## src/rtl/rfs_pkg.sv

```systemverilog
package rfs_pkg;

  typedef enum logic [1:0] {
    PH_IDLE = 2'd0,
    PH_ON   = 2'd1,
    PH_RX   = 2'd2,
    PH_TX   = 2'd3
  } rfs_phase_e;

  typedef struct packed {
    logic tx_pd;
    logic rx_pd;
    logic pll_pd;
    logic chip_en;
    logic osc_en;
    logic ant_sw;
  } rfs_pwr_t;

  localparam rfs_pwr_t PWR_IDLE = '{tx_pd: 1'b1, rx_pd: 1'b1, pll_pd: 1'b1,
                                    chip_en: 1'b0, osc_en: 1'b0, ant_sw: 1'b0};

endpackage

```

## src/rtl/rfs_mode_ctrl.sv

```systemverilog
module rfs_mode_ctrl (
  input  logic clk,
  input  logic rst_n,
  input  logic sys_load,
  output logic active
);

  logic load_q;
  logic active_q;
  logic active_d;

  always_comb begin
    // a new activation needs a low-to-high step; a low level always drops out
    active_d = sys_load & (active_q | ~load_q);
  end

  always_ff @(posedge clk or negedge rst_n) begin
    if (!rst_n) begin
      load_q   <= 1'b1;
      active_q <= 1'b0;
    end else begin
      load_q   <= sys_load;
      active_q <= active_d;
    end
  end

  assign active = active_q;

endmodule

```

## src/rtl/rfs_power_ctrl.sv

```systemverilog
module rfs_power_ctrl
  import rfs_pkg::*;
(
  input  logic clk,
  input  logic rst_n,
  input  logic active,
  input  logic tx_frame,
  input  logic rx_frame,
  input  logic pll_open_rx,
  output logic tx_pd,
  output logic rx_pd,
  output logic pll_pd,
  output logic chip_en,
  output logic osc_en,
  output logic ant_sw
);

  rfs_phase_e phase;
  rfs_pwr_t   pwr_d;
  rfs_pwr_t   pwr_q;

  always_comb begin
    if (!active)       phase = PH_IDLE;
    else if (tx_frame) phase = PH_TX;
    else if (rx_frame) phase = PH_RX;
    else               phase = PH_ON;
  end

  always_comb begin
    pwr_d = PWR_IDLE;
    case (phase)
      PH_ON: begin
        pwr_d.chip_en = 1'b1;
        pwr_d.osc_en  = 1'b1;
        pwr_d.pll_pd  = 1'b0;
      end
      PH_RX: begin
        pwr_d.chip_en = 1'b1;
        pwr_d.osc_en  = 1'b1;
        pwr_d.rx_pd   = 1'b0;
        pwr_d.pll_pd  = pll_open_rx;
      end
      PH_TX: begin
        pwr_d.chip_en = 1'b1;
        pwr_d.osc_en  = 1'b1;
        pwr_d.tx_pd   = 1'b0;
        pwr_d.pll_pd  = 1'b1;
        pwr_d.ant_sw  = 1'b1;
      end
      default: pwr_d = PWR_IDLE;
    endcase
  end

  always_ff @(posedge clk or negedge rst_n) begin
    if (!rst_n) pwr_q <= PWR_IDLE;
    else        pwr_q <= pwr_d;
  end

  assign tx_pd   = pwr_q.tx_pd;
  assign rx_pd   = pwr_q.rx_pd;
  assign pll_pd  = pwr_q.pll_pd;
  assign chip_en = pwr_q.chip_en;
  assign osc_en  = pwr_q.osc_en;
  assign ant_sw  = pwr_q.ant_sw;

endmodule

```

## src/rtl/rfs_dccomp.sv

```systemverilog
module rfs_dccomp #(
  parameter int SOLID_CYCLES = 120,
  parameter int PWM_PERIOD   = 8,
  parameter int PWM_LOW      = 1
) (
  input  logic clk,
  input  logic rst_n,
  input  logic active,
  input  logic corr_start,
  input  logic corr_end,
  output logic hold_n,
  output logic pwm_n,
  output logic lead_n
);

  localparam int LEAD_W = $clog2(SOLID_CYCLES + 1);
  localparam int PWM_W  = (PWM_PERIOD > 2) ? $clog2(PWM_PERIOD) : 1;
  localparam logic [LEAD_W-1:0] LEAD_MAX = LEAD_W'(SOLID_CYCLES);
  localparam logic [PWM_W-1:0]  PWM_LAST = PWM_W'(PWM_PERIOD - 1);
  localparam logic [PWM_W-1:0]  PWM_LIM  = PWM_W'(PWM_LOW);

  logic              on_q, on_d;
  logic [LEAD_W-1:0] lead_q, lead_d;
  logic [PWM_W-1:0]  pcnt_q, pcnt_d;
  logic              in_lead_d;
  logic              hold_n_q, pwm_n_q, lead_n_q;
  logic              hold_n_d, pwm_n_d, lead_n_d;
  logic              cnt_en;

  assign cnt_en = on_q;

  always_comb begin
    on_d   = on_q;
    lead_d = lead_q;
    pcnt_d = pcnt_q;
    if (!active || corr_end) begin
      on_d = 1'b0;
    end else if (!on_q && corr_start) begin
      on_d   = 1'b1;
      lead_d = '0;
      pcnt_d = '0;
    end else if (cnt_en) begin
      if (lead_q < LEAD_MAX) lead_d = lead_q + 1'b1;
      else if (pcnt_q == PWM_LAST) pcnt_d = '0;
      else pcnt_d = pcnt_q + 1'b1;
    end
  end

  always_comb begin
    in_lead_d = lead_d < LEAD_MAX;
    hold_n_d  = ~on_d;
    lead_n_d  = ~(on_d & in_lead_d);
    pwm_n_d   = ~(on_d & (in_lead_d | (pcnt_d < PWM_LIM)));
  end

  always_ff @(posedge clk or negedge rst_n) begin
    if (!rst_n) begin
      on_q     <= 1'b0;
      lead_q   <= '0;
      pcnt_q   <= '0;
      hold_n_q <= 1'b1;
      pwm_n_q  <= 1'b1;
      lead_n_q <= 1'b1;
    end else begin
      on_q     <= on_d;
      lead_q   <= lead_d;
      pcnt_q   <= pcnt_d;
      hold_n_q <= hold_n_d;
      pwm_n_q  <= pwm_n_d;
      lead_n_q <= lead_n_d;
    end
  end

  assign hold_n = hold_n_q;
  assign pwm_n  = pwm_n_q;
  assign lead_n = lead_n_q;

endmodule

```

## src/rtl/radio_frame_seq.sv

```systemverilog
module radio_frame_seq #(
  parameter int SOLID_CYCLES = 120,
  parameter int PWM_PERIOD   = 8,
  parameter int PWM_LOW      = 1
) (
  input  logic clk,
  input  logic rst_n,
  input  logic sys_load,
  input  logic cfg_pll_open_rx,
  input  logic tx_frame,
  input  logic rx_frame,
  input  logic corr_start,
  input  logic corr_end,
  output logic dcc_hold_n,
  output logic dcc_pwm_n,
  output logic dcc_lead_n,
  output logic tx_pd,
  output logic rx_pd,
  output logic pll_pd,
  output logic chip_en,
  output logic ref_osc_en,
  output logic ant_sw,
  output logic ant_sw_n
);

  logic rst_meta;
  logic rst_sync_n;
  logic active;

  always_ff @(posedge clk or negedge rst_n) begin
    if (!rst_n) begin
      rst_meta   <= 1'b0;
      rst_sync_n <= 1'b0;
    end else begin
      rst_meta   <= 1'b1;
      rst_sync_n <= rst_meta;
    end
  end

  rfs_mode_ctrl u_mode (
    .clk      (clk),
    .rst_n    (rst_sync_n),
    .sys_load (sys_load),
    .active   (active)
  );

  rfs_power_ctrl u_power (
    .clk         (clk),
    .rst_n       (rst_sync_n),
    .active      (active),
    .tx_frame    (tx_frame),
    .rx_frame    (rx_frame),
    .pll_open_rx (cfg_pll_open_rx),
    .tx_pd       (tx_pd),
    .rx_pd       (rx_pd),
    .pll_pd      (pll_pd),
    .chip_en     (chip_en),
    .osc_en      (ref_osc_en),
    .ant_sw      (ant_sw)
  );

  rfs_dccomp #(
    .SOLID_CYCLES (SOLID_CYCLES),
    .PWM_PERIOD   (PWM_PERIOD),
    .PWM_LOW      (PWM_LOW)
  ) u_dcc (
    .clk        (clk),
    .rst_n      (rst_sync_n),
    .active     (active),
    .corr_start (corr_start),
    .corr_end   (corr_end),
    .hold_n     (dcc_hold_n),
    .pwm_n      (dcc_pwm_n),
    .lead_n     (dcc_lead_n)
  );

  assign ant_sw_n = ~ant_sw;

endmodule

```

## config.mk

```make
export PLATFORM = sky130hd
export DESIGN_NAME = radio_frame_seq
export DESIGN_NICKNAME = d
export VERILOG_FILES = /design/src/rtl/rfs_pkg.sv /design/src/rtl/rfs_mode_ctrl.sv /design/src/rtl/rfs_power_ctrl.sv /design/src/rtl/rfs_dccomp.sv /design/src/rtl/radio_frame_seq.sv
export SDC_FILE = /design/constraint.sdc
export NUM_CORES = 1
export LEC_CHECK = 0
export ABC_AREA = 1
export CORE_ASPECT_RATIO = 2
export CORE_UTILIZATION = 40
export CTS_CLUSTER_DIAMETER = 100
export DETAILED_ROUTE_END_ITERATION = 7
export DONT_BUFFER_PORTS = 1
export GPL_TIMING_DRIVEN = 0
export SLEW_MARGIN = 15
export SYNTH_ARGS = -nofsm -noshare
export SYNTH_HDL_FRONTEND = slang
export SYNTH_HIERARCHICAL = 1
export SYNTH_SLANG_ARGS = --single-unit
```

## constraint.sdc

```tcl
create_clock -name clk -period 0.8 [get_ports clk]
set_input_delay 0.16 -clock clk [delete_from_list [all_inputs] [get_ports clk]]
set_output_delay 0.16 -clock clk [all_outputs]
set_load 0.05 [all_outputs]
```

==> results of run 1 <==
## final timing paths
check	end	slack (ns)	cells after the start
max	u_dcc/pwm_n	-0.67	8
min	u_power/pll_pd	0.01	2
max reg2reg	u_dcc/pwm_n	-0.67	8
min reg2reg	u_dcc/pcnt_q[0]	0.22	0
max in group asynchronous	u_dcc/pwm_n	0.23	0
min in group asynchronous	rst_sync_n	0.13	1
## cells in the mapped netlist (2+ instances only)
| master | count | share of area, % |
|---|---|---|
| nand3_1 | 9 | 3.9 |
| nand2_1 | 30 | 9.7 |
| ha_1 | 3 | 3.2 |
| dfrtp_1 | 16 | 34 |
| inv_2 | 3 | 0.97 |
| nor2_1 | 3 | 0.97 |
| inv_1 | 25 | 8.1 |
| a21oi_1 | 4 | 1.7 |
| nor2_4 | 3 | 2.9 |
| nand3_2 | 2 | 1.7 |
| a21oi_2 | 2 | 1.5 |
| dfstp_2 | 7 | 16 |
| nand2_2 | 6 | 3.2 |
| nand4_1 | 3 | 1.6 |
| nand2_4 | 2 | 1.9 |
## per-layer routing
layer / global-route usage, % / up-vias
li1: - / 445
met1: 17.37 / 420
met2: 32.10 / 19
met3: 1.977 / 6
met4: 9.655 / 0
met5: 0 / -
## through the flow
step	worst slack, ns	utilization (%)	power [uW]
2_1_floorplan	-0.5108	-	1569
3_3_place_gp	-0.6682	45.54	1606
3_5_place_dp	-0.6887	45.54	1614
4_1_cts	-0.6289	56.10	2432
5_1_grt	-0.7281	58.57	2527
6_report	-0.6664	58.57	2436
## cell families after synthesis
| logic type | count (synthesis) | share of synthesized area, % |
|---|---|---|
| buffers and inverters | 32 | 11.31 |
| flip-flops | 23 | 50.32 |
| AO/OA/AOI/OAI | 10 | 6.574 |
| AND/OR/NAND/NOR | 60 | 28.23 |
| adder cells (fa/ha/maj) | 3 | 3.233 |
| other | 1 | 0.3230 |
## cell type report
type                    instances  area (um2)  area share (%)
flip-flops and latches         23       590.6           36.85
plain buffers                   3       30.03           1.874
inverters                      29       121.4           7.572
multi-input cells              74       569.3           35.52
repair buffers                 23       210.2           13.11
clock buffers                   4       45.04           2.810
well taps                      29       36.28           2.264
## power breakdown
part	internal, uW	switching [uW]	total, uW	leakage (uW)
sequential	1250	139	1390	0.000280
combinational	165	188	353	0.000504
clock	355	342	696	0.0000228
## repair_timing
item,4_1_cts,5_1_grt
pin swaps,11,8
hold buffers,4,0
setup endpoints to repair,45,24
setup buffers,16,4
gates resized for setup,22,11
endpoints found under the hold margin,7,0
==> key figures, run 1 <==
Status
  • Outcome: finished with violations
  • Failing checks: setup timing

Critical path
  • Class of the most critical setup path: register to register
  • WP buf/inv: 1
  • CP most frequent cell: nand3_2
  • Crit-path max cell delay: 0.40 ns
  • Slowest CP cell: dfrtp_1
  • Cell family with most CP delay: adder cells
  • Critical path startpoint category: register
  • Crit path from: u_dcc/pcnt_q[1]
  • Worst-path cell chain: ha_2 -> ha_2 -> inv_1 -> nand4_1 -> nand3_2 -> nand3_2 -> nand3_2 -> nand2_1
  • Critical path arrival: 1.67 ns
  • Worst EP required: 1.00 ns
  • Crit Path Max Fanout: 2
  • Endpoint type of the worst setup path: register
  • Reg-to-reg startpoint: u_dcc/pcnt_q[1]

Clock tree
  • H-Tree Depth: 1
  • CTS tree: built
  • CTS Sinks: 23
  • Worst-path clk slew: 0.08 ns
  • Clock latency on the worst-skew pair: 0.26 ns
  • Num CTS Buffers: 3
  • Clock root buffer: clkbuf_8
  • Clk buf depth: 2

Pwr
  • PwrDens: 1520 nW/um2
  • Static leakage: 0.0008070 uW
  • Max IR drop VDD: 1.188 mV

Global routing
  • Number of global-route vias before repair: 931
  • First-pass GRT wire length: 3843 um
  • Remaining Overflow, GRT: 0
  • Largest net degree at the start of global routing: 22
  • GRT Total Usage: 17.74%
  • Initial antenna violation count: 0

Finish
  • Share of cells above drive strength 1: 54.49%
  • Area growth, synth to finish: 38.04%
  • Layout Cells excl Fill: 185
  • N_diodes: 0
  • Fillcell total: 234
  • Finished layout cell area: 1603 um2
  • Final nets: 168
  • Commonest cells after routing, fill and taps aside: 23 x nand2_1, 20 x inv_1, 14 x buf_4
  • Regs by FF count: u_dcc/lead_q x7, u_dcc/pcnt_q x3
  • Max FFs per register: 7
  • Commonest non-fill, non-tap cell in the layout: nand2_1
  • Biggest register: u_dcc/lead_q

Synth
  • Mapped Nets: 140
  • Async set-or-reset flop fraction in the synthesized netlist: 100.0%
  • Most used DFF post-synth: dfrtp_1
  • Unique masters post-synth: 26
  • Syn. warnings: 6
  • FF+latch count, synth: 23
  • Average cell area after synthesis: 9.001 um2
  • Mapped Cells: 129
  • EDFF count, synth: 0
  • Post-synthesis sequential area ratio: 50.32%
  • Cell Area, Synth: 1161 um2

Timing
  • RSZ-0062 raised after global routing: yes
  • Final Cycle Share: 183.3%
  • Setup tns final: -9.213 ns
  • Final setup fails: 24
  • Final setup margin: -0.6664 ns
  • Hold Fails Final Rpt: 0
  • Final hold slack: 0.01414 ns
  • Slew Viols, Final: 0
  • Fmax: 681.9 MHz
  • Tmin final: 1.466 ns
  • Max Clock Skew: 0.002080 ns

Flow run
  • MaxCap Viol Count: 0

Drt
  • WL met2: 1525 um
  • Met3 wire len: 64 um
  • Via-per-instance ratio: 4.811
  • Drt drc: 0
  • Top sig layer: met4
  • Final wirelength: 2536 um
  • Antenna viol nets, final: 0
  • DR WL/cell: 13.71 um
  • Drt initial violations: 3
  • Total vias in the final route: 890
  • Initial DRT Pass Iterations: 4
  • Metal-1 WL: 885 um

Placement
  • Area after DPL: 1246 um2
  • Routability cong.: 0.7295
  • Placed Cells incl. Taps: 158
  • Final HPWL DP: 1581 um
  • IO Port Bufs: 0

Floorplanning
  • Die width: 40.10 um
  • Die area: 3135 um2
  • Starting Density: 42.43%
  • I/O pin count: 18
  • Die Ht: 78.20 um
  • Core area: 2736 um2
  • Row count: 27

Min path
  • HP Start: cfg_pll_open_rx
  • Min-Delay Path Class: input port to register
Note: power is estimated with default switching activity, not from simulation.
==> inputs of run 2 (changes only) <==
--- a/config.mk
+++ b/config.mk
@@ -17,3 +17,4 @@
 export SYNTH_HDL_FRONTEND = slang
 export SYNTH_HIERARCHICAL = 1
 export SYNTH_SLANG_ARGS = --single-unit
+export TNS_END_PERCENT = 5
==> run 2 against run 1 <==
  * Highest routed layer unchanged
  * Total power down 4.8%
  * The flow still finishes with violations (setup timing)
  * Sequential share of layout area up 3.9 points
  * Design area down 10%
  * Sequential cell count stayed put
  * Setup slack improved by 0.011 ns
  * Cell count fell by 4.3%
  * Wire length is 11% lower
  * Core utilization shrank 5.9 points
  * Die area is the same
  * Critical path type unchanged
  * Critical endpoint unchanged
  * Hold slack got worse by 0.0040 ns
  * Sequential power barely moved
==> key figures, run 2 (synthesized netlist as in run 1, its figures left out) <==
Finish
  • Area growth, synth to finish: 24.03%
  • Regs by FF count: u_dcc/lead_q x7, u_dcc/pcnt_q x3
  • Finished layout cell area: 1440 um2 (-10%)
  • Max FFs per register: 7 (unchanged)
  • Commonest cells after routing, fill and taps aside: 27 x nand2_1, 23 x inv_1, 14 x dfrtp_1
  • Share of cells above drive strength 1: 41.89% (-13 points)
  • Final nets: 160 (-4.8%)
  • N_diodes: 0 (unchanged)
  • Biggest register: u_dcc/lead_q
  • Commonest non-fill, non-tap cell in the layout: nand2_1

Placement
  • Placement Setup Slack: -0.6792 ns (+0.009438 ns)
  • IO Port Bufs: 0 (unchanged)
  • Routability cong.: 0.7492 (+2.7%)
  • Area after DPL: 1205 um2 (-3.3%)
  • Final HPWL DP: 1652 um (+4.5%)

Pwr
  • Max IR drop VDD: 1.608 mV (+35%)
  • PwrDens: 1610 nW/um2 (+5.9%)
  • Clock power frac: 29.1% (+0.5 points)
  • Switching Fraction: 26.31% (-1.1 points)
  • Total internal power: 1709 uW (-3.3%)
  • Gate power share: 11.2% (-3.3 points)
  • Sw power: 610.0 uW (-8.8%)
  • Flop pwr share: 59.7% (+2.8 points)
  • Static leakage: 0.0007489 uW (-7.2%)

Timing
  • Slew Viols, Final: 0 (unchanged)
  • RSZ-0062 raised after global routing: yes
  • Relative slew margins: 47.44%
  • Fmax: 687.2 MHz (+0.78%)
  • Max Clock Skew: 0.003370 ns (+0.001290 ns)
  • Final hold slack: 0.01013 ns (-0.004015 ns)
  • Tmin final: 1.455 ns (-0.01132 ns)
  • Final setup fails: 38 (+58%)
  • Hold Fails Final Rpt: 0 (unchanged)
  • Slew @ Worst Pin: 0.7883 ns
  • Final setup margin: -0.6551 ns (+0.01132 ns)
  • Final Cycle Share: 181.9% (-1.4 points)

Drt
  • WL met2: 1353 um (-11%)
  • Met3 wire len: 66 um (+3.1%)
  • Initial DRT Pass Iterations: 4 (unchanged)
  • Drt drc: 0 (unchanged)
  • DR WL/cell: 12.71 um (-7.3%)
  • Top sig layer: met4
  • Drt initial violations: 17 (+14)
  • Final wirelength: 2250 um (-11%)
  • Antenna viol nets, final: 0 (unchanged)
  • Via-per-instance ratio: 5.023 (+4.4%)
  • Metal-1 WL: 776 um (-12%)
  • Total vias in the final route: 889 (-0.11%)

Critical path
  • Crit Path Max Fanout: 2 (unchanged)
  • Critical path startpoint category: register
  • Endpoint type of the worst setup path: register
  • Class of the most critical setup path: register to register
  • Worst EP required: 1.00 ns (about the same)
  • Critical path arrival: 1.65 ns (-0.02 ns)

Min path
  • Min-Delay Path Class: input port to register

Status
  • Failing checks: setup timing
  • Outcome: finished with violations

Clock tree
  • CTS tree: built
  • Clk buf depth: 2 (unchanged)
  • H-Tree Depth: 1 (unchanged)
  • Clock latency on the worst-skew pair: 0.25 ns (about the same)
  • CTS Sinks: 23 (unchanged)
  • Clock root buffer: clkbuf_8
  • Num CTS Buffers: 3 (unchanged)
  • Worst-path clk slew: 0.08 ns (about the same)

Flow run
  • MaxCap Viol Count: 0 (unchanged)

Floorplanning
  • Starting Density: 42.43% (unchanged)
  • Core area: 2736 um2 (unchanged)
  • Row count: 27 (unchanged)
  • Die area: 3135 um2 (unchanged)
  • Die width: 40.10 um (unchanged)
  • Die Ht: 78.20 um (unchanged)
  • I/O pin count: 18 (unchanged)

Global routing
  • First-pass GRT wire length: 3601 um (-6.3%)
  • Number of global-route vias before repair: 881 (-5.4%)
  • Initial antenna violation count: 0 (unchanged)
  • Largest net degree at the start of global routing: 22 (unchanged)
  • Remaining Overflow, GRT: 0 (unchanged)
  • GRT Total Usage: 16.52% (-1.2 points)
run 2: cell count changes in the layout (fill, tap and decap cells not counted), sizes merged:
cell | previous run | this run
inv | 26 | 28
clkbuf | 5 | 4
buf | 21 | 13
clkinvlp | 1 | 0
run 2: cell type report:
cell class                 count  area [um2]
buffer                         3       30.03
timing repair buffer          15       126.4
inverter                      29       111.4
tap                           29       36.28
multi-input combinational     74       503.0
clock inverter                 1       5.005
fill                         242        1296
clock buffer                   3       41.29
sequential                    23       586.8
run 2: path summary, 6_finish.rpt:
path	endpoint	from	cells after the start	slack [ns]
max	u_dcc/pwm_n	u_dcc/pcnt_q[1]	8	-0.66
min	u_mode/active	sys_load	2	0.01
max reg2reg	u_dcc/pwm_n	u_dcc/pcnt_q[1]	8	-0.66
min reg2reg	u_dcc/lead_q[2]	rst_sync_n	0	0.33
max in group asynchronous	u_power/chip_en	rst_sync_n	0	-0.07
min in group asynchronous	rst_sync_n	rst_n	1	0.13
run 2: critical path, stage by stage, from the launching register on:
cell and delay [ns]:
dfrtp_1 0.39, ha_2 0.19, ha_2 0.16, or2_4 0.22, nand4_1 0.11, nand3_2 0.11, nand3_2 0.09, nand3_2 0.07
nand2_1 0.06
run 2: timing repair:
action                     in CTS  in global routing
setup endpoints to repair      45                 46
hold buffers                    4                  0
hold endpoints to repair        6                  0
pin swaps                       7                  6
buffers inserted                5                  6
resized for setup              18                  4
run 2: power by group through the flow:
stage | Sequential [uW] | Clock [uW] | Combinational [uW]
after floorplan | 1390 | 0 | 155
after global placement | 1410 | 0 | 175
after detailed placement | 1410 | 0 | 184
after CTS | 1390 | 709 | 243
after global routing | 1400 | 745 | 289
final | 1390 | 674 | 259
run 2: through the flow:
step	total power [uW]	instances	utilization (%)	TNS, ns
finish	2319	177	52.63	-9.322
global route	2436	177	52.63	-14.81
CTS	2340	171	50.34	-10.60
detailed placement	1592	158	44.03	-9.306
global placement	1582	158	44.03	-8.515
floorplan	1546	129	-	-5.526
run 2: layer usage:
layer  global-route usage (%)  vias up
met5                        0        -
met4                    7.241        0
met3                    2.542        4
met2                    29.19       23
met1                    17.50      434
li1                         -      428
